$ cat src/rtl/banked_rf_pkg.sv
// Package: banked_rf_pkg
// Purpose: constants and types shared by the banked register file.
// Assumes: one program counter outside all banks; every private bank
//          holds a contiguous range of the higher register numbers.
package banked_rf_pkg;
    localparam int XLEN        = 32;
    localparam int NUM_LOGICAL = 16;
    localparam int LIDX_W      = $clog2(NUM_LOGICAL);
    localparam int MODE_W      = 5;

    localparam int USR_CNT     = NUM_LOGICAL - 1;          // R0..R14
    localparam int FIQ_FIRST   = 8;
    localparam int FIQ_CNT     = USR_CNT - FIQ_FIRST;      // R8..R14
    localparam int PRIV_FIRST  = 13;
    localparam int PRIV_CNT    = USR_CNT - PRIV_FIRST;     // R13..R14
    localparam int PRIV_BANKS  = 4;
    localparam int PHYS_GPR    = USR_CNT + FIQ_CNT + PRIV_BANKS * PRIV_CNT;
    localparam int PHYS_TOTAL  = PHYS_GPR + 1;             // plus PC
    localparam int PIDX_W      = $clog2(PHYS_TOTAL);
    localparam int PC_SLOT     = PHYS_GPR;

    typedef enum logic [2:0] {
        BANK_USR = 3'd0,
        BANK_FIQ = 3'd1,
        BANK_IRQ = 3'd2,
        BANK_SVC = 3'd3,
        BANK_ABT = 3'd4,
        BANK_UND = 3'd5
    } bank_e;

    localparam logic [MODE_W-1:0] MC_USR26 = 5'b00000;
    localparam logic [MODE_W-1:0] MC_FIQ26 = 5'b00001;
    localparam logic [MODE_W-1:0] MC_IRQ26 = 5'b00010;
    localparam logic [MODE_W-1:0] MC_SVC26 = 5'b00011;
    localparam logic [MODE_W-1:0] MC_USR   = 5'b10000;
    localparam logic [MODE_W-1:0] MC_FIQ   = 5'b10001;
    localparam logic [MODE_W-1:0] MC_IRQ   = 5'b10010;
    localparam logic [MODE_W-1:0] MC_SVC   = 5'b10011;
    localparam logic [MODE_W-1:0] MC_ABT   = 5'b10111;
    localparam logic [MODE_W-1:0] MC_UND   = 5'b11011;
endpackage

$ cat src/rtl/rf_mode_decode.sv
// Module: rf_mode_decode
// Purpose: turns the 5-bit mode code into a bank selection and an
//          illegal-code flag; force_user overrides the bank only.
// Assumes: 26-bit and 32-bit codes of one mode share a bank.
module rf_mode_decode
    import banked_rf_pkg::*;
(
    input  logic [MODE_W-1:0] mode,
    input  logic              force_user,
    output bank_e             bank,
    output logic              illegal
);
    bank_e raw_bank;

    // Decode the mode code into its bank and flag unknown codes.
    always_comb begin
        illegal  = 1'b0;
        raw_bank = BANK_USR;
        case (mode)
            MC_USR26, MC_USR: raw_bank = BANK_USR;
            MC_FIQ26, MC_FIQ: raw_bank = BANK_FIQ;
            MC_IRQ26, MC_IRQ: raw_bank = BANK_IRQ;
            MC_SVC26, MC_SVC: raw_bank = BANK_SVC;
            MC_ABT:           raw_bank = BANK_ABT;
            MC_UND:           raw_bank = BANK_UND;
            default: begin
                raw_bank = BANK_USR;
                illegal  = 1'b1;
            end
        endcase
    end

    // Apply the user-bank override used by block transfers.
    always_comb bank = force_user ? BANK_USR : raw_bank;
endmodule

$ cat src/rtl/rf_phys_map.sv
// Module: rf_phys_map
// Purpose: maps a logical register number and a bank to a physical slot.
// Assumes: slot layout is user R0..R14, fast-interrupt R8..R14, then
//          R13/R14 pairs for IRQ, SVC, ABT, UND, then the PC.
module rf_phys_map
    import banked_rf_pkg::*;
(
    input  bank_e             bank,
    input  logic [LIDX_W-1:0] lidx,
    output logic [PIDX_W-1:0] pidx
);
    localparam logic [LIDX_W-1:0] PC_LIDX   = LIDX_W'(NUM_LOGICAL - 1);
    localparam logic [LIDX_W-1:0] FIQ_LO    = LIDX_W'(FIQ_FIRST);
    localparam logic [LIDX_W-1:0] PRIV_LO   = LIDX_W'(PRIV_FIRST);
    localparam logic [PIDX_W-1:0] FIQ_BASE  = PIDX_W'(USR_CNT);
    localparam logic [PIDX_W-1:0] PRIV_BASE = PIDX_W'(USR_CNT + FIQ_CNT);

    logic [2:0] priv_slot;

    // Position of the bank among the two-register private banks.
    always_comb priv_slot = 3'(bank) - 3'(BANK_IRQ);

    // Choose the physical slot for this access.
    always_comb begin
        if (lidx == PC_LIDX) begin
            pidx = PIDX_W'(PC_SLOT);
        end else if (bank == BANK_FIQ && lidx >= FIQ_LO) begin
            pidx = FIQ_BASE + PIDX_W'(lidx - FIQ_LO);
        end else if (bank != BANK_USR && bank != BANK_FIQ && lidx >= PRIV_LO) begin
            pidx = PRIV_BASE + PIDX_W'(priv_slot) * PIDX_W'(PRIV_CNT)
                 + PIDX_W'(lidx - PRIV_LO);
        end else begin
            pidx = PIDX_W'(lidx);
        end
    end
endmodule

$ cat src/rtl/rf_storage.sv
// Module: rf_storage
// Purpose: DEPTH flip-flop registers with one write and two
//          combinational read ports.
// Assumes: reads see the value before the clock edge of a write.
module rf_storage #(
    parameter int DATA_W = 32,
    parameter int DEPTH  = 31,
    localparam int IDX_W = $clog2(DEPTH)
) (
    input  logic              clk,
    input  logic              rst_n,
    input  logic              wr_en,
    input  logic [IDX_W-1:0]  wr_idx,
    input  logic [DATA_W-1:0] wr_data,
    input  logic [IDX_W-1:0]  rd_a_idx,
    output logic [DATA_W-1:0] rd_a_data,
    input  logic [IDX_W-1:0]  rd_b_idx,
    output logic [DATA_W-1:0] rd_b_data
);
    logic [DEPTH-1:0][DATA_W-1:0] regs;

    for (genvar g = 0; g < DEPTH; g++) begin : g_slot
        logic [DATA_W-1:0] q;
        // Hold one physical register; clear on reset, load on its write.
        always_ff @(posedge clk) begin
            if (!rst_n) begin
                q <= '0;
            end else if (wr_en && wr_idx == IDX_W'(g)) begin
                q <= wr_data;
            end
        end
        assign regs[g] = q;
    end

    // Read port A, zero for an out-of-range slot number.
    always_comb rd_a_data = (32'(rd_a_idx) < DEPTH) ? regs[rd_a_idx] : '0;
    // Read port B, zero for an out-of-range slot number.
    always_comb rd_b_data = (32'(rd_b_idx) < DEPTH) ? regs[rd_b_idx] : '0;
endmodule

$ cat src/rtl/banked_regfile.sv
// Module: banked_regfile
// Purpose: sixteen logical registers over 31 physical ones, banked by
//          the processor mode code; two reads, one write.
// Assumes: synchronous active-low reset; mode and force_user are
//          stable around the clock edge like the other inputs.
module banked_regfile
    import banked_rf_pkg::*;
#(
    parameter int DATA_W = XLEN
) (
    input  logic              clk,
    input  logic              rst_n,
    input  logic [MODE_W-1:0] mode,
    input  logic              force_user,
    input  logic [LIDX_W-1:0] rd_a_idx,
    output logic [DATA_W-1:0] rd_a_data,
    input  logic [LIDX_W-1:0] rd_b_idx,
    output logic [DATA_W-1:0] rd_b_data,
    input  logic              wr_en,
    input  logic [LIDX_W-1:0] wr_idx,
    input  logic [DATA_W-1:0] wr_data,
    output logic              illegal_mode
);
    localparam int NPORT = 3;   // read A, read B, write

    bank_e             cur_bank;
    logic [LIDX_W-1:0] port_lidx [NPORT];
    logic [PIDX_W-1:0] port_pidx [NPORT];

    rf_mode_decode u_decode (
        .mode       (mode),
        .force_user (force_user),
        .bank       (cur_bank),
        .illegal    (illegal_mode)
    );

    assign port_lidx[0] = rd_a_idx;
    assign port_lidx[1] = rd_b_idx;
    assign port_lidx[2] = wr_idx;

    for (genvar p = 0; p < NPORT; p++) begin : g_map
        rf_phys_map u_map (
            .bank (cur_bank),
            .lidx (port_lidx[p]),
            .pidx (port_pidx[p])
        );
    end

    rf_storage #(
        .DATA_W (DATA_W),
        .DEPTH  (PHYS_TOTAL)
    ) u_store (
        .clk       (clk),
        .rst_n     (rst_n),
        .wr_en     (wr_en),
        .wr_idx    (port_pidx[2]),
        .wr_data   (wr_data),
        .rd_a_idx  (port_pidx[0]),
        .rd_a_data (rd_a_data),
        .rd_b_idx  (port_pidx[1]),
        .rd_b_data (rd_b_data)
    );
endmodule

$ cat config.mk
export PLATFORM = sky130hd
export DESIGN_NAME = banked_regfile
export DESIGN_NICKNAME = d
export VERILOG_FILES = /design/src/rtl/banked_rf_pkg.sv /design/src/rtl/rf_mode_decode.sv /design/src/rtl/rf_phys_map.sv /design/src/rtl/rf_storage.sv /design/src/rtl/banked_regfile.sv
export SDC_FILE = /design/constraint.sdc
export NUM_CORES = 2
export LEC_CHECK = 0
export BUFFER_PORTS_ARGS = -buffer_cell sky130_fd_sc_hd__buf_2
export CAP_MARGIN = 15
export CORE_MARGIN = 3
export CORE_UTILIZATION = 48
export DETAILED_ROUTE_END_ITERATION = 12
export HOLD_SLACK_MARGIN = 0.03
export PLACE_DENSITY = 0.68
export SLEW_MARGIN = 20
export SYNTH_ARGS = -nofsm -noshare
export SYNTH_HDL_FRONTEND = slang
export SYNTH_SLANG_ARGS = --single-unit
$ cat constraint.sdc
create_clock -name clk -period 4.59 [get_ports clk]
set_input_delay 0 -clock clk [delete_from_list [all_inputs] [get_ports clk]]
set_output_delay 0 -clock clk [all_outputs]
set_load 0.05 [all_outputs]
==> impl_results.md <==
- Status: finished clean
- Tightest Hold Check Type: in2reg
- Synth warnings: 0
- Sequential power share: 40.3%
- Post-Synth Adder-Cell Area: 0.7908%
- HPWL Detailed: 150600 um
- Routed WL: 245300 um
- Number of global-route vias before repair: 51.28k
- Nets: 7009
- Largest family of logic cells by synthesized area: simple AND/OR/NAND/NOR gates
- Top flop regs: u_store.g_slot.q: 992 flops
- Synth Instances: 7036
- Post-Synth XOR/XNOR Area: 0.2704%
- Gate power share: 17.9%
- WHS: 106.5 ps
- Maximum clock frequency: 0.2193 GHz
- Clock Latency Late Sink: 700 ps
- Slew Viols, Final: 0
- Maximum net fanout on the critical path: 41
- Seq/Total Area, Yosys: 36.07%
- Max IR drop VDD: 0.3136 mV
- Core Rows: 123
- Avg WL per Cell: 28.80 um
- Crit start category: primary input
- Crit. End Element: output port
- DRT iter0 DRCs: 9692
- Die height: 344.7 um
- Post-route setup TNS: 0 ps
- Grt ovf: 0
- # IOs: 118
- Mapped cell area: 0.05506 mm^2
- PD cells: 343.2 mW/mm^2
- Maximum number of pins on one net before global-route repair: 195
- Initial DRT Pass Iterations: 8
- Die area: 0.1188 mm^2
- WS Path Type: in2out
- FF+latch count, synth: 992
- Root Buffer: clkbuf_16
- Crit share post-route: 99.35%
- Core ar.: 0.1131 mm^2
- Actual slew at the worst max-slew pin: 1202 ps
- RSZ-0062 raised after global routing: no
- Mean area per synthesized cell: 7.826 um^2
- Synth async-reset ratio: 0%
- Gp weighted congestion: 1.020
- Initial Util: 48.68%
- Complex-gate fraction of the synthesized area: 21.33%
- Clock Path Buffers: 3
- CP arrival: 4560 ps
- Clock skew: 0 ps
- Initial antenna violation count: 17
- # fillers: 10.16k
- Main synth FF type: dfxtp_1
- GRT Util Overall: 39.84%
- CTS tree: done
- Vias: 56.51k
- Biggest register: u_store.g_slot.q
- P_int: 15.21 mW
- Slew headroom: 19.65%
- Port buffer count: 117
- Maximum Capacitance Violations: 0
- First-pass GRT wire length: 350900 um
- Layout cells sized above 1: 12.86%
- Tot Pwr: 21.75 mW
- Lkg Pwr: 20.84 nW
- Fin crit period: 4560 ps
- WP data required: 4590 ps
- Post-synth EDFFs: 0
- H-tree levels: 3
- Net Sw Frac: 30.05%
- Final hold vios: 0
- Total CTS buffers: 106
- Die width: 344.7 um
- Max FFs per register: 992
- Clock share of power: 41.8%
- P_sw: 6.535 mW
- Post-synthesis mux area share: 12.06%
- Post-DRT Antenna Nets: 0
- DRC: 0
- Clock sinks: 992
- Synthesized net count: 7122
- Vias/cell: 6.635
- Final number of setup-violating endpoints: 0
- Layout area overhead: 15.09%
- Clock transition at path regs: 60 ps
- Post-synth cell types: 76
- Synth Area in Simple Gates: 23.74%
-- power by group through the flow --
stage | clock network (mW) | logic (mW) | registers (mW)
2_1_floorplan | 0 | 2.06 | 8.92
3_3_place_gp | 0 | 3.63 | 8.94
3_5_place_dp | 0 | 3.65 | 8.94
4_1_cts | 9.08 | 3.70 | 8.75
5_1_grt | 9.42 | 3.94 | 8.76
6_report | 9.10 | 3.89 | 8.76
-- per-layer routing --
| layer | global-route usage [%] | wire length (um) |
|---|---|---|
| met5 | 0 | 9 |
| met4 | 28.68 | 21420 |
| met3 | 12.65 | 36070 |
| met2 | 56.23 | 98880 |
| met1 | 51.11 | 88930 |
-- through the flow --
stage | setup WS, ps | std cells | cell area (um^2) | utilization, %
detailed placement | -127.8 | 8279 | 59240 | 52.37
finish | 29.73 | 8517 | 63370 | 56.02
CTS | 23.83 | 8502 | 63190 | 55.86
global placement | -111.9 | 8279 | 59210 | 52.34
floorplan | -106.6 | 7036 | 55150 | -
global route | 11.17 | 8508 | 63350 | 56.00
-- cells in the mapped netlist, types with 55 or more instances --
cell,number,area share (%)
a21boi_0,485,6.6
dfxtp_1,992,36
o21ai_0,175,1.6
a21boi_1,352,4.8
a221oi_1,55,0.87
mux2i_1,298,5.4
a21oi_1,229,2.1
nor2_1,61,0.42
nand3_1,274,2.5
mux4_2,162,6.6
nand2_1,2496,17
and3_1,66,0.75
nor2b_1,167,1.9
clkbuf_1,415,2.8
buf_2,201,1.8
-- worst max-delay path, cell delays in order --
cell and delay [ps]:
buf_2 120, nand2_1 80, a2111oi_1 400, buf_4 220
ha_1 320, o21a_1 330, a221o_1 540, and2_4 380
buf_12 250, buf_12 200, buf_12 230, nand2_1 90
nand3_1 100, a21boi_0 250, o31ai_2 750, buf_12 220
-- cell type report --
class                           count  area (um^2)  share of cell area (%)
Antenna cell                       12        30.03                 0.04739
Clock buffer                      159         3156                   4.980
Clock inverter                     31        456.7                  0.7207
Inverter                           29        108.9                  0.1718
Multi-Input combinational cell   5327        32690                   51.59
Sequential cell                   992        19860                   31.34
Tap cell                         1500         1877                   2.962
Timing Repair Buffer              467         5190                   8.190
-- kinds of logic (layout without fill, tap and decap cells) --
logic type	after synthesis	count (layout)
AO/OA/AOI/OAI	1661	1661
XOR/XNOR	14	14
adder cells (fa/ha/maj)	33	33
buffers and inverters	718	686
flip-flops	992	992
multiplexers	461	462
other	0	12
AND/OR/NAND/NOR	3157	3157
-- layout by cell type, fill, tap and decap left out, types with 26 or more instances in the layout --
master | netlist | layout
clkbuf_16 | 0 | 109
clkbuf_1 | 415 | 26
buf_2 | 201 | 76
a21oi_1 | 229 | 227
a221oi_1 | 55 | 55
nand2_1 | 2496 | 2486
dfxtp_1 | 992 | 992
a22oi_1 | 30 | 30
a21boi_0 | 485 | 485
nand3_1 | 274 | 265
nor2_4 | 3 | 26
buf_4 | 35 | 215
o2111ai_1 | 39 | 39
dlygate4sd3_1 | 0 | 33
buf_12 | 0 | 141
mux2i_1 | 298 | 297
nor2b_1 | 167 | 164
a32oi_1 | 52 | 52
and3_1 | 66 | 63
mux4_2 | 162 | 162
a211oi_1 | 37 | 37
o21ai_0 | 175 | 174
inv_1 | 29 | 29
a22o_1 | 44 | 44
nand4_1 | 26 | 26
nor2_1 | 61 | 44
a21boi_1 | 352 | 352
a31oi_1 | 41 | 41
ha_1 | 30 | 30
-- final timing paths --
path | from | end | slack (ps) | cells after the start
worst max register to register | u_store.g_slot[9].q[26] | u_store.g_slot[9].q[26] | 3740 | 2
worst min-delay path | wr_en | u_store.g_slot[0].q[14] | 110 | 5
worst min register to register | u_store.g_slot[6].q[16] | u_store.g_slot[6].q[16] | 470 | 2
worst max-delay path | mode[1] | rd_a_data[13] | 30 | 16
-- timing repair --
item                                    in CTS  in global routing
hold buffers                                33                  0
pin swaps                                    0                  1
endpoints found under the setup margin       1                 50
endpoints found under the hold margin      992                  0
gates cloned                                 0                  1
buffers inserted                             0                  2
gates resized for setup                      1                 16
No activity file was read; power rests on OpenSTA's default activity.
